===== src/rtl/hbs_pkg.sv =====
package hbs_pkg;

    typedef enum logic [1:0] {
        K_MODE   = 2'b00,
        K_CLEAR  = 2'b01,
        K_ANALOG = 2'b10,
        K_BAD    = 2'b11
    } cmd_kind_e;

    typedef enum logic [3:0] {
        S_IDLE,
        S_WAIT,
        S_LOAD,
        S_SETTLE,
        S_SETUP,
        S_LEAD,
        S_ZERO,
        S_TAIL,
        S_STROBE
    } seq_state_e;

    localparam logic [3:0] ADDR_PARK  = 4'b1111;
    localparam logic [3:0] ADDR_CLEAR = 4'b1110;

endpackage


===== src/rtl/hbs_phase_timer.sv =====
module hbs_phase_timer #(
    parameter int CW = 12
) (
    input  logic          clk,
    input  logic          rst_n,
    input  logic          start,
    input  logic [CW-1:0] len,
    output logic          done
);

    logic [CW-1:0] remain;

    // Loaded with len-1 on entry to a phase, so a phase lasts len cycles.
    always_ff @(posedge clk or negedge rst_n) begin
        if (!rst_n) begin
            remain <= '0;
        end else if (start) begin
            remain <= len - 1'b1;
        end else if (remain != '0) begin
            remain <= remain - 1'b1;
        end
    end

    assign done = (remain == '0);

endmodule


===== src/rtl/hbs_rate_guard.sv =====
module hbs_rate_guard #(
    parameter int GAP = 4167,
    localparam int GW = $clog2(GAP + 1)
) (
    input  logic clk,
    input  logic rst_n,
    input  logic mark,
    output logic ok
);

    localparam logic [GW-1:0] GAP_V = GW'(GAP);

    logic [GW-1:0] since;

    // Saturating count of cycles since the last analog sample fall.
    always_ff @(posedge clk or negedge rst_n) begin
        if (!rst_n) begin
            since <= GAP_V;
        end else if (mark) begin
            since <= '0;
        end else if (since < GAP_V) begin
            since <= since + 1'b1;
        end
    end

    assign ok = (since >= GAP_V);

endmodule


===== src/rtl/hbs_cmd_gate.sv =====
module hbs_cmd_gate
    import hbs_pkg::*;
#(
    parameter int DW = 12
) (
    input  logic          clk,
    input  logic          rst_n,
    input  logic          cmd_valid,
    input  logic [1:0]    cmd_kind,
    input  logic [3:0]    cmd_addr,
    input  logic [DW-1:0] cmd_data,
    input  logic          busy,
    input  logic          cleared,
    output logic          accept,
    output logic          cmd_err,
    output cmd_kind_e     lat_kind,
    output logic [3:0]    lat_addr,
    output logic [DW-1:0] dac_data
);

    cmd_kind_e kind_in;
    logic      legal;

    assign kind_in = cmd_kind_e'(cmd_kind);
    assign legal   = (kind_in != K_BAD) && (cleared || kind_in == K_CLEAR);
    assign accept  = cmd_valid && !busy && legal;

    always_ff @(posedge clk or negedge rst_n) begin
        if (!rst_n) begin
            cmd_err  <= 1'b0;
            lat_kind <= K_MODE;
            lat_addr <= ADDR_PARK;
            dac_data <= '0;
        end else begin
            cmd_err <= cmd_valid && !accept;
            if (accept) begin
                lat_kind <= kind_in;
                unique case (kind_in)
                    K_CLEAR:  lat_addr <= ADDR_CLEAR;
                    K_ANALOG: lat_addr <= {1'b0, cmd_addr[2:0]};
                    default:  lat_addr <= cmd_addr;
                endcase
                if (kind_in == K_ANALOG) begin
                    dac_data <= cmd_data;
                end
            end
        end
    end

endmodule


===== src/rtl/hold_bus_seq.sv =====
module hold_bus_seq
    import hbs_pkg::*;
#(
    parameter int CLK_MHZ    = 125,
    parameter int DW         = 12,
    parameter int LEAD_CYC   = 4,
    parameter int SETTLE_CYC = 64
) (
    input  logic          clk,
    input  logic          rst_n,
    input  logic          blank,
    input  logic          cmd_valid,
    input  logic [1:0]    cmd_kind,
    input  logic [3:0]    cmd_addr,
    input  logic [DW-1:0] cmd_data,
    output logic [3:0]    bus_addr,
    output logic          sample_n,
    output logic          zero_n,
    output logic [DW-1:0] dac_data,
    output logic          dac_load,
    output logic          busy,
    output logic          cmd_err
);

    localparam int DIG_CYC   = (100 * CLK_MHZ + 999) / 1000 + 1;
    localparam int SETUP_CYC = (25 * CLK_MHZ + 999) / 1000;
    localparam int AZ_CYC    = 10 * CLK_MHZ;
    localparam int SMP_MIN   = 20 * CLK_MHZ;
    localparam int SMP_CYC   = (SMP_MIN > 2 * (LEAD_CYC + AZ_CYC)) ? SMP_MIN : 2 * (LEAD_CYC + AZ_CYC);
    localparam int TAIL_CYC  = SMP_CYC - LEAD_CYC - AZ_CYC;
    localparam int GAP_CYC   = (1000 * CLK_MHZ + 29) / 30;
    localparam int MAX_LEN   = (SMP_CYC > SETTLE_CYC) ? SMP_CYC : SETTLE_CYC;
    localparam int CW        = $clog2(MAX_LEN + 1);
    localparam int KW        = $clog2(GAP_CYC + 1);

    seq_state_e    state, nxt;
    logic          accept, done, gap_ok, t_start, cleared, gap_mark;
    logic [CW-1:0] t_len;
    cmd_kind_e     lat_kind;
    logic [3:0]    lat_addr;

    hbs_cmd_gate #(.DW(DW)) u_gate (
        .clk(clk), .rst_n(rst_n), .cmd_valid(cmd_valid), .cmd_kind(cmd_kind),
        .cmd_addr(cmd_addr), .cmd_data(cmd_data), .busy(busy), .cleared(cleared),
        .accept(accept), .cmd_err(cmd_err), .lat_kind(lat_kind),
        .lat_addr(lat_addr), .dac_data(dac_data)
    );

    hbs_phase_timer #(.CW(CW)) u_timer (
        .clk(clk), .rst_n(rst_n), .start(t_start), .len(t_len), .done(done)
    );

    assign gap_mark = (state == S_SETUP) && done && (lat_kind == K_ANALOG);

    hbs_rate_guard #(.GAP(GAP_CYC)) u_guard (
        .clk(clk), .rst_n(rst_n), .mark(gap_mark), .ok(gap_ok)
    );

    // State register
    always_ff @(posedge clk or negedge rst_n) begin
        if (!rst_n) begin
            state <= S_IDLE;
        end else begin
            state <= nxt;
        end
    end

    // Clear-first tracking
    always_ff @(posedge clk or negedge rst_n) begin
        if (!rst_n) begin
            cleared <= 1'b0;
        end else if (state == S_STROBE && done && lat_kind == K_CLEAR) begin
            cleared <= 1'b1;
        end
    end

    // Next state and phase timer load
    always_comb begin
        nxt     = state;
        t_start = 1'b0;
        t_len   = CW'(1);
        unique case (state)
            S_IDLE: begin
                if (accept) nxt = S_WAIT;
            end
            S_WAIT: begin
                if (blank) begin
                    if (lat_kind == K_ANALOG) begin
                        if (gap_ok) begin
                            nxt     = S_LOAD;
                            t_start = 1'b1;
                            t_len   = CW'(1);
                        end
                    end else begin
                        nxt     = S_SETUP;
                        t_start = 1'b1;
                        t_len   = CW'(SETUP_CYC);
                    end
                end
            end
            S_LOAD: begin
                if (done) begin
                    nxt     = S_SETTLE;
                    t_start = 1'b1;
                    t_len   = CW'(SETTLE_CYC);
                end
            end
            S_SETTLE: begin
                if (done) begin
                    nxt     = S_SETUP;
                    t_start = 1'b1;
                    t_len   = CW'(SETUP_CYC);
                end
            end
            S_SETUP: begin
                if (done) begin
                    t_start = 1'b1;
                    if (lat_kind == K_ANALOG) begin
                        nxt   = S_LEAD;
                        t_len = CW'(LEAD_CYC);
                    end else begin
                        nxt   = S_STROBE;
                        t_len = CW'(DIG_CYC);
                    end
                end
            end
            S_LEAD: begin
                if (done) begin
                    nxt     = S_ZERO;
                    t_start = 1'b1;
                    t_len   = CW'(AZ_CYC);
                end
            end
            S_ZERO: begin
                if (done) begin
                    nxt     = S_TAIL;
                    t_start = 1'b1;
                    t_len   = CW'(TAIL_CYC);
                end
            end
            S_TAIL: begin
                if (done) nxt = S_IDLE;
            end
            S_STROBE: begin
                if (done) nxt = S_IDLE;
            end
            default: nxt = S_IDLE;
        endcase
    end

    // Outputs decoded from the state register
    always_comb begin
        bus_addr = ADDR_PARK;
        sample_n = 1'b1;
        zero_n   = 1'b1;
        dac_load = 1'b0;
        busy     = 1'b1;
        unique case (state)
            S_IDLE:   busy = 1'b0;
            S_WAIT:   ;
            S_LOAD:   dac_load = 1'b1;
            S_SETTLE: ;
            S_SETUP:  bus_addr = lat_addr;
            S_LEAD: begin
                bus_addr = lat_addr;
                sample_n = 1'b0;
            end
            S_ZERO: begin
                bus_addr = lat_addr;
                sample_n = 1'b0;
                zero_n   = 1'b0;
            end
            S_TAIL: begin
                bus_addr = lat_addr;
                sample_n = 1'b0;
            end
            S_STROBE: begin
                bus_addr = lat_addr;
                sample_n = 1'b0;
            end
            default: busy = 1'b0;
        endcase
    end

    // ---------------- assertions ----------------
    logic          zero_q;
    logic [KW-1:0] chk_since;

    always_ff @(posedge clk or negedge rst_n) begin
        if (!rst_n) begin
            zero_q    <= 1'b1;
            chk_since <= KW'(GAP_CYC);
        end else begin
            zero_q <= zero_n;
            if (zero_q && !zero_n) begin
                chk_since <= '0;
            end else if (chk_since < KW'(GAP_CYC)) begin
                chk_since <= chk_since + 1'b1;
            end
        end
    end

    p_zero_in_sample_r7: assert property (@(posedge clk) disable iff (!rst_n)
        !zero_n |-> !sample_n);

    p_load_single_r5: assert property (@(posedge clk) disable iff (!rst_n)
        dac_load |=> !dac_load);

    p_park_when_free_r10: assert property (@(posedge clk) disable iff (!rst_n)
        !busy |-> (bus_addr == ADDR_PARK && sample_n && zero_n && !dac_load));

    p_addr_before_fall_r6: assert property (@(posedge clk) disable iff (!rst_n)
        $fell(sample_n) |-> ($stable(bus_addr) && bus_addr != ADDR_PARK));

    p_addr_hold_r6: assert property (@(posedge clk) disable iff (!rst_n)
        !sample_n |=> (sample_n || $stable(bus_addr)));

    p_gap_r8: assert property (@(posedge clk) disable iff (!rst_n)
        (zero_q && !zero_n) |-> (chk_since >= KW'(GAP_CYC)));

    p_err_cause_r10: assert property (@(posedge clk) disable iff (!rst_n)
        cmd_err |-> $past(cmd_valid));

    p_clear_first_r2: assert property (@(posedge clk) disable iff (!rst_n)
        (dac_load || !zero_n) |-> cleared);

endmodule


===== config.mk =====
export PLATFORM = sky130hd
export DESIGN_NAME = hold_bus_seq
export DESIGN_NICKNAME = d
export VERILOG_FILES = /design/src/rtl/hbs_pkg.sv /design/src/rtl/hbs_phase_timer.sv /design/src/rtl/hbs_rate_guard.sv /design/src/rtl/hbs_cmd_gate.sv /design/src/rtl/hold_bus_seq.sv
export SDC_FILE = /design/constraint.sdc
export NUM_CORES = 1
export LEC_CHECK = 0
export ABC_AREA = 1
export BUFFER_PORTS_ARGS = -buffer_cell sky130_fd_sc_hd__buf_2
export CAP_MARGIN = 20
export CORE_ASPECT_RATIO = 1.2
export CORE_MARGIN = 4
export CORE_UTILIZATION = 50
export DETAILED_ROUTE_END_ITERATION = 16
export GPL_TIMING_DRIVEN = 0
export PLACE_DENSITY = 0.82
export SLEW_MARGIN = 5
export SYNTH_ARGS = -nofsm -noshare
export SYNTH_HDL_FRONTEND = slang
export SYNTH_SLANG_ARGS = --single-unit

===== constraint.sdc =====
create_clock -name clk -period 2.9 [get_ports clk]
set_input_delay 0.58 -clock clk [delete_from_list [all_inputs] [get_ports clk]]
set_output_delay 0.58 -clock clk [all_outputs]
set_load 0.02 [all_outputs]

==> results of run 1 <==
[cells by family after synthesis]
family / count (synthesis) / share of synthesized area
buf+inv: 54 / 0.0761
simple gates: 184 / 0.332
flops: 49 / 0.420
fa+ha+maj: 4 / 0.0170
mux: 12 / 0.0459
compound gates: 49 / 0.102
xor+xnor: 2 / 0.00595
[worst paths after layout]
path	startpoint	end	slack [ns]	cells after the start
max	u_guard.since[0]$_DFFE_PN1P_	u_timer.remain[10]$_DFFE_PN0P_	0.29	16
min reg2reg	cleared$_DFFE_PN0P_	cleared$_DFFE_PN0P_	0.48	1
min	rst_n	state[3]$_DFFE_PN0P_	0.13	1
max in group asynchronous	rst_n	u_guard.since[12]$_DFFE_PN1P_	2.22	2
min in group clk	cleared$_DFFE_PN0P_	cleared$_DFFE_PN0P_	0.48	1
max reg2reg	u_guard.since[0]$_DFFE_PN1P_	u_timer.remain[10]$_DFFE_PN0P_	0.29	16
[metal layers]
| layer | share of wire | up-vias |
|---|---|---|
| met5 | 0 | - |
| met1 | 0.44 | 1157 |
| met2 | 0.51 | 52 |
| met3 | 0.038 | 7 |
| li1 | - | 1258 |
| met4 | 0.013 | 0 |
[power by group]
part	internal, mW	switching [mW]
Combinational	0.583	1.07
Sequential	0.976	0.186
Clock	0.171	0.237
[cells in the mapped netlist, types with 2 or more instances]
cell type / count / area (sq um)
xor2_1: 2 / 17.5
nand2_2: 10 / 62.6
o21ai_0: 17 / 85.1
dfstp_2: 9 / 236
nor3_4: 2 / 32.5
nand4_1: 4 / 25.0
o21ai_1: 2 / 10.0
o211ai_1: 3 / 22.5
a211oi_1: 3 / 22.5
nand3_1: 19 / 95.1
ha_1: 4 / 50.1
nor2_2: 12 / 75.1
o31ai_1: 2 / 15.0
nor3_1: 9 / 45.0
nand2_1: 74 / 278
a21oi_1: 14 / 70.1
mux2_2: 12 / 135
dfrtp_1: 40 / 1000
nand2_4: 7 / 78.8
inv_1: 42 / 158
nand3_2: 7 / 70.1
nor2_1: 32 / 120
inv_4: 2 / 12.5
buf_2: 2 / 10.0
nor2_4: 2 / 22.5
inv_2: 4 / 15.0
[flip-flops by register name, summed over array words and instances, names as in the netlist]
register and count:
u_gate.dac_data 12, cleared 1, u_guard.since 13, u_gate.lat_kind 2, state 4, u_timer.remain 12, u_gate.cmd_err 1, u_gate.lat_addr 4
[final cells by class]
type / count / area [sq um] / share of cell area
multi-input combinational: 251 / 1480 / 0.440
sequential: 49 / 1240 / 0.368
timing repair buffer: 43 / 230 / 0.0685
inverter: 51 / 203 / 0.0603
tap: 80 / 100 / 0.0298
clock buffer: 5 / 68.8 / 0.0205
clock inverter: 3 / 21.3 / 0.00632
buffer: 3 / 21.3 / 0.00632
[worst reg2reg max path: stages, from the launching register on]
cell	delay [ns]
dfstp_2	0.57
ha_1	0.21
nand2_1	0.10
nor2_1	0.11
nand3_1	0.10
nand2_1	0.07
inv_1	0.06
nand2_4	0.08
nand3_4	0.14
nand3_1	0.12
nand3_2	0.10
inv_1	0.09
ha_1	0.18
nand3_2	0.14
nor2_2	0.22
nand4_1	0.12
a21oi_1	0.16
==> impl_metrics.json, run 1 <==
{
  "outcome": "complete, no violations",
  "dieArea_sq_um": 7180,
  "grt_usage": 0.174,
  "grt_max_degree": 50,
  "syn_area_sq_um": 2940,
  "root_buffer": "clkbuf_8",
  "critPathBufInv": 2,
  "dieHeight_um": 92.0,
  "crit_chain": "ha_1, nand2_1, nor2_1, nand3_1, nand2_1, inv_1, nand2_4, nand3_4, nand3_1, nand3_2, inv_1, ha_1, nand3_2, nor2_2, nand4_1, a21oi_1",
  "synthCells": 354,
  "worst_pin_slew_ns": 0.546,
  "n_antenna_cell": 0,
  "fin_cells": 485,
  "max_stage_delay_ns": 0.57,
  "hold_ws_ns": 0.131,
  "area_delta_synth_final_pct": 14.3,
  "holdCritPathClass": "primary input to asynchronous set/reset pin",
  "first_global_vias": 2372,
  "worst_setup_path_end_kind": "flop",
  "ys_ff_latch": 49,
  "slew_headroom": 0.636,
  "clkLatencyLatePin_ns": 0.30,
  "hold_buffers": 0,
  "die_w_um": 78.0,
  "core_sq_um": 5670,
  "final.setup_skew_ns": 0.00626,
  "drt_pass1_iterations": 4,
  "clk_pin_slew_ns": 0.09,
  "dp.cells": 476,
  "grt_util_met2": 0.305,
  "fin_util": 0.593,
  "drive_gt1_frac": 0.323,
  "rows": 30,
  "cpLargestDelayFamily": "simple AND/OR/NAND/NOR gates",
  "yosysUniqueCellTypes": 44,
  "p_per_area_nw_per_um2": 959,
  "start_util": 0.519,
  "cts_buffers": 5,
  "cts_buffer_depth": 2,
  "yosys_warnings": 0,
  "fin_area_sq_um": 3360,
  "ant_nets": 0,
  "most-common-layout-cells": "nand2_1, buf_2, inv_1",
  "grt_pass1_wl_mm": 10.2,
  "synth_nets": 380,
  "busiest_layer": "met2",
  "p_leak_nw": 1.73,
  "nets": 430,
  "async_reset_ff_frac": 1.00,
  "wl_per_cell_um": 12.1,
  "ys.flop_type": "dfrtp_1",
  "finalSetupTns_ns": 0,
  "vias": 2474,
  "post-route-drc-count": 0,
  "gp_congestion": 0.912,
  "h-tree-depth": 2,
  "crit_arrival_ns": 2.84,
  "ioPinCount": 43,
  "synth_edf_count": 0,
  "fin_ws_ns": 0.293,
  "viasPerCell": 5.10,
  "use_met1": 0.209,
  "cts_resized": 0,
  "ys_seq_area_frac": 0.420,
  "grt_overflow": 0,
  "clock.fmax_ghz": 0.384,
  "cp-start-kind": "flop",
  "final_common_cell": "nand2_1",
  "place_ws_ns": 0.323,
  "syn_area_per_cell_sq_um": 8.31,
  "drt_iter0_markers": 116,
  "period_share": 0.899,
  "antenna_found_initial": 0,
  "cp_max_fo": 9,
  "setup_violations": 0,
  "final_max_slew_viol_count": 0,
  "totalWireLength_mm": 5.85,
  "p_total_mw": 3.23,
  "grtUsageMet3": 0.0403,
  "cts_tree": "built",
  "numPortBuffers": 42,
  "vdd_drop_max_mv": 0.482,
  "dp_hpwl_mm": 4.54,
  "finalHoldViolations": 0,
  "critPathKind": "flop to flop",
  "fill_cells": 487,
  "cap_violations": 0,
  "cp.required_ns": 3.13,
  "clock_sinks": 49,
  "fin_crit_ns": 2.61,
  "critical_path.slowest_cell": "dfstp_2",
  "place_area_sq_um": 3250,
  "rsz0062_at_grt": "false",
  "cts_setup_buffers": 0
}
No activity file was read; power rests on OpenSTA's default activity.
==> run 2: changes to the inputs <==
ABC_AREA = default   (was 1)
PLACE_DENSITY = 0.83   (was 0.82)
==> impl_metrics.json, run 2 <==
{
  "clk_pin_slew_ns": 0.10,
  "cp_max_fo": 4,
  "busiest_layer": "met2",
  "final_common_cell": "buf_2",
  "drt_pass1_iterations": 4,
  "wl_per_cell_um": 15.8,
  "final.setup_skew_ns": 0.00496,
  "root_buffer": "clkbuf_8",
  "yosysMostFrequentCell": "dfrtp_1",
  "outcome": "finished, violations left",
  "synthCells": 294,
  "first_global_vias": 2518,
  "core_sq_um": 5370,
  "top_register": "u_guard.since",
  "reg_top3": "u_guard.since: 13 flops, u_gate.dac_data: 12 flops, u_timer.remain: 12 flops",
  "cts_buffers": 5,
  "clock.fmax_ghz": 0.337,
  "cts_buffer_depth": 2,
  "area_delta_synth_final_pct": 19.5,
  "synth_top_area_share": 0.355,
  "async_reset_ff_frac": 1.00,
  "rows": 29,
  "worst_pin_slew_ns": 0.542,
  "multiInputGateArea_sq_um": 1560,
  "cap_violations": 0,
  "syn_area_per_cell_sq_um": 9.60,
  "antenna_found_initial": 0,
  "drive_gt1_frac": 0.338,
  "clock_sinks": 49,
  "dieHeight_um": 90.3,
  "post-route-drc-count": 0,
  "hold_ws_ns": 0.100,
  "most-common-layout-cells": "buf_2, dfrtp_1, nor2_1",
  "dieArea_sq_um": 6920,
  "numPortBuffers": 42,
  "cp-start-kind": "flop",
  "place_ws_ns": -0.315,
  "totalWireLength_mm": 6.61,
  "use_met1": 0.238,
  "synth_top_area_cell": "dfrtp_1",
  "rsz0062_at_grt": "true",
  "slew_headroom": 0.639,
  "fin_cells": 417,
  "crit_chain": "or4_4, and4bb_2, a2111o_1, a21oi_4, a221o_1, o21ai_1, ha_2, o2111ai_4, nand3b_1, o22a_1, a21oi_2",
  "ff2ff_path_depth": 11,
  "ant_nets": 0,
  "p_total_mw": 3.51,
  "seq_area_sq_um": 1240,
  "nets": 380,
  "hold_buffers": 0,
  "fin_crit_ns": 2.96,
  "ys_seq_area_frac": 0.438,
  "finalHoldViolations": 0,
  "fin_area_sq_um": 3370,
  "largest_reg_flops": 13,
  "syn_area_sq_um": 2820,
  "dp_hpwl_mm": 4.61,
  "grt_util_met2": 0.356,
  "dp.cells": 398,
  "grt_max_degree": 50,
  "failed_checks": "setup timing",
  "period_share": 1.02,
  "start_util": 0.526,
  "grt_pass1_wl_mm": 11.5,
  "fin_util": 0.628,
  "die_w_um": 76.6,
  "vdd_drop_max_mv": 0.655,
  "n_antenna_cell": 0,
  "critPathKind": "flop to flop",
  "ys_ff_latch": 49,
  "yosys_warnings": 0,
  "worst_setup_path_end_kind": "flop",
  "grtUsageMet3": 0.0349,
  "holdCritPathClass": "primary input to asynchronous set/reset pin",
  "viasPerCell": 5.89,
  "synth_edf_count": 0,
  "ys.flop_type": "dfrtp_1",
  "vias": 2456,
  "final_max_slew_viol_count": 0,
  "synthTopCellsByArea": "dfrtp_1, dfstp_2, mux2_2",
  "max_stage_delay_ns": 0.52,
  "fin_ws_ns": -0.0636,
  "ioPinCount": 43,
  "crit_arrival_ns": 3.22,
  "p_leak_nw": 1.54,
  "synth_nets": 320,
  "cts_tree": "built",
  "place_area_sq_um": 3140,
  "critical_path.slowest_cell": "or4_4",
  "yosysUniqueCellTypes": 64,
  "drt_iter0_markers": 110,
  "finalSetupTns_ns": -0.151,
  "p_per_area_nw_per_um2": 1040,
  "ys_top_cells_by_count": "dfrtp_1, nor2_1, nand2_1",
  "grt_overflow": 0,
  "clkLatencyLatePin_ns": 0.32,
  "setup_violations": 3,
  "grt_usage": 0.199,
  "cp.required_ns": 3.16,
  "h-tree-depth": 2,
  "gp_congestion": 0.908,
  "fill_cells": 426
}
[run 2: cell type report]
cell class / count / share of cell area
Tap cell: 62 / 0.0230
Clock inverter: 3 / 0.00853
Clock buffer: 5 / 0.0204
Sequential cell: 49 / 0.367
Timing Repair Buffer: 54 / 0.0939
Buffer: 12 / 0.0178
Multi-Input combinational cell: 226 / 0.463
Inverter: 6 / 0.00668
[run 2: power by group]
part	total, mW	internal [mW]	switching [mW]
sequential	1.21	0.983	0.224
combinational	1.85	0.793	1.05
clock	0.454	0.183	0.272
[run 2: repair_timing]
action | in CTS | in global routing
pin swaps | 10 | 3
buffers inserted | 9 | 2
endpoints found under the setup margin | 3 | 4
gates resized for setup | 8 | 3
[run 2: path summary, 6_finish.rpt]
check	end	slack, ns	startpoint
hold / removal	u_timer.remain[4]$_DFFE_PN0P_	0.1	rst_n
setup / recovery	u_timer.remain[10]$_DFFE_PN0P_	-0.06	u_guard.since[10]$_DFFE_PN0P_
min in group clk	u_gate.lat_addr[1]$_DFFE_PN1P_	0.48	u_gate.lat_addr[1]$_DFFE_PN1P_
setup reg to reg	u_timer.remain[10]$_DFFE_PN0P_	-0.06	u_guard.since[10]$_DFFE_PN0P_
max in group asynchronous	u_guard.since[12]$_DFFE_PN1P_	2.25	rst_n
hold reg to reg	u_gate.lat_addr[1]$_DFFE_PN1P_	0.48	u_gate.lat_addr[1]$_DFFE_PN1P_
[run 2: worst max-delay path, delay by kind of cell, from the launching register on]
kind,cells,cell delay (ns)
compound gates,7,1.13
simple gates,3,1.11
flops,1,0.41
fa+ha+maj,1,0.23
[run 2: cell families after synthesis]
kind of cell	synth area share
xor gates and xnor gates	0.0434
buffers and inverters	0.0319
muxes	0.0669
and+or+nand+nor	0.217
DFF	0.438
adders and majority gates	0.0177
AOI/OAI and AO/OA	0.185
[run 2: layer usage]
metal	wire length (um)	vias to the layer above	part of all wire
li1	-	1174	-
met1	2700	1192	0.41
met2	3460	75	0.52
met3	336	15	0.051
met4	111	0	0.017
met5	0	-	0
==> run 3: changes to the inputs <==
CORE_MARGIN = 1.5   (was 4)
CORE_UTILIZATION = 45   (was 50)
PLACE_DENSITY = 0.77   (was 0.83)
==> impl_metrics.json, run 3 (synthesis gave the netlist of run 2 again) <==
{
  "clock_sinks": 49,
  "antenna_found_initial": 0,
  "failed_checks": "setup timing",
  "cts_tree": "built",
  "fin_ws_ns": -0.0883,
  "final_max_slew_viol_count": 0,
  "hold_ws_ns": 0.122,
  "outcome": "finished, violations left",
  "ant_nets": 0,
  "dieArea_sq_um": 6760,
  "dp_hpwl_mm": 4.50,
  "clock.fmax_ghz": 0.335,
  "cts_buffer_depth": 2,
  "critPathKind": "flop to flop",
  "hold_buffers": 0,
  "finalHoldViolations": 0,
  "drt_pass1_iterations": 5,
  "period_share": 1.03,
  "start_util": 0.467,
  "grt_pass1_wl_mm": 11.0,
  "drt_iter0_markers": 136,
  "cts_buffers": 5,
  "dp.cells": 418,
  "clkLatencyLatePin_ns": 0.32,
  "fin_crit_ns": 2.99,
  "setup_violations": 3,
  "worst_setup_path_end_kind": "flop",
  "final.setup_skew_ns": 0.0114,
  "grt_overflow": 0,
  "core_sq_um": 6050,
  "final_common_cell": "buf_2",
  "rsz0062_at_grt": "true",
  "nets": 384,
  "drive_gt1_frac": 0.351,
  "dieHeight_um": 89.8,
  "grt_usage": 0.203,
  "clk_pin_slew_ns": 0.09,
  "fin_area_sq_um": 3470,
  "cp_max_fo": 4,
  "cp.required_ns": 3.14,
  "ioPinCount": 43,
  "place_area_sq_um": 3160,
  "cap_violations": 0,
  "rows": 31,
  "critical_path.slowest_cell": "or4_4",
  "max_stage_delay_ns": 0.53,
  "gp_congestion": 0.927,
  "cp-start-kind": "flop",
  "reg_top3": "u_guard.since: 13 flops, u_gate.dac_data: 12 flops, u_timer.remain: 12 flops",
  "grt_max_degree": 50,
  "holdCritPathClass": "primary input to asynchronous set/reset pin",
  "first_global_vias": 2422,
  "numPortBuffers": 42,
  "n_antenna_cell": 0,
  "viasPerCell": 5.62,
  "worst_pin_slew_ns": 0.518,
  "post-route-drc-count": 0,
  "crit_arrival_ns": 3.23,
  "root_buffer": "clkbuf_8",
  "crit_chain": "or4_4, and4bb_2, a2111o_1, a21oi_4, a221o_1, o21ai_1, ha_2, o2111ai_4, nand3b_1, o22a_1, a21oi_2",
  "wl_per_cell_um": 14.6,
  "fin_cells": 441,
  "die_w_um": 75.3,
  "totalWireLength_mm": 6.44,
  "area_delta_synth_final_pct": 23.0,
  "vias": 2480,
  "h-tree-depth": 2,
  "p_per_area_nw_per_um2": 1050,
  "largest_reg_flops": 13,
  "slew_headroom": 0.654,
  "most-common-layout-cells": "buf_2, dfrtp_1, nor2_1",
  "p_leak_nw": 1.57,
  "top_register": "u_guard.since",
  "vdd_drop_max_mv": 0.569,
  "p_total_mw": 3.63
}
-- run 3: where the power goes --
| part | total (mW) | internal, mW | leakage, nW | switching (mW) |
|---|---|---|---|---|
| logic | 1.91 | 0.835 | 0.905 | 1.07 |
| clock network | 0.512 | 0.263 | 0.0591 | 0.249 |
| registers | 1.21 | 0.983 | 0.607 | 0.226 |
| total | 3.63 | 2.08 | 1.57 | 1.55 |
-- run 3: routing by layer --
metal	part of all wire	wire length [um]	GRT usage
met3	0.054	347	0.0392
met1	0.42	2700	0.271
met2	0.51	3260	0.322
met5	0	0	0
met4	0.020	131	0.0759
-- run 3: through the flow --
| stage | setup TNS [ns] | worst slack [ns] | utilization |
|---|---|---|---|
| floorplan | 0 | 0.000431 | - |
| global placement | -0.756 | -0.302 | 0.523 |
| detailed placement | -0.793 | -0.325 | 0.523 |
| CTS | -0.0554 | -0.0223 | 0.560 |
| global route | -0.552 | -0.183 | 0.574 |
| finish | -0.251 | -0.0883 | 0.574 |
-- run 3: area by class of cell --
type / count / area (sq um)
multi-input combinational: 226 / 1590
inverter: 6 / 22.5
clock inverter: 3 / 47.5
sequential: 49 / 1240
clock buffer: 5 / 68.8
tap: 82 / 103
buffer: 12 / 60.1
timing repair buffer: 58 / 343
fill: 528 / 2580
-- run 3: path summary, 6_finish.rpt --
| check | start | to | slack (ns) | cells after the start |
|---|---|---|---|---|
| setup / recovery | u_guard.since[11]$_DFFE_PN0P_ | u_timer.remain[10]$_DFFE_PN0P_ | -0.09 | 11 |
| hold / removal | rst_n | u_timer.remain[11]$_DFFE_PN0P_ | 0.12 | 1 |
| setup reg to reg | u_guard.since[11]$_DFFE_PN0P_ | u_timer.remain[10]$_DFFE_PN0P_ | -0.09 | 11 |
| hold reg to reg | cleared$_DFFE_PN0P_ | cleared$_DFFE_PN0P_ | 0.48 | 1 |
| max in group asynchronous | rst_n | u_guard.since[6]$_DFFE_PN1P_ | 2.24 | 2 |
| min in group clk | cleared$_DFFE_PN0P_ | cleared$_DFFE_PN0P_ | 0.48 | 1 |
-- run 3: worst max-delay path, delay by kind of cell, from the launching register on --
family          cells  cell delay (ns)
simple gates        3             1.13
compound gates      7             1.15
flops               1             0.42
fa+ha+maj           1             0.23
-- run 3: repair_timing --
action,in CTS,in global routing
resized for setup,8,7
setup buffers,12,3
setup endpoints to repair,3,6
pin swaps,9,6
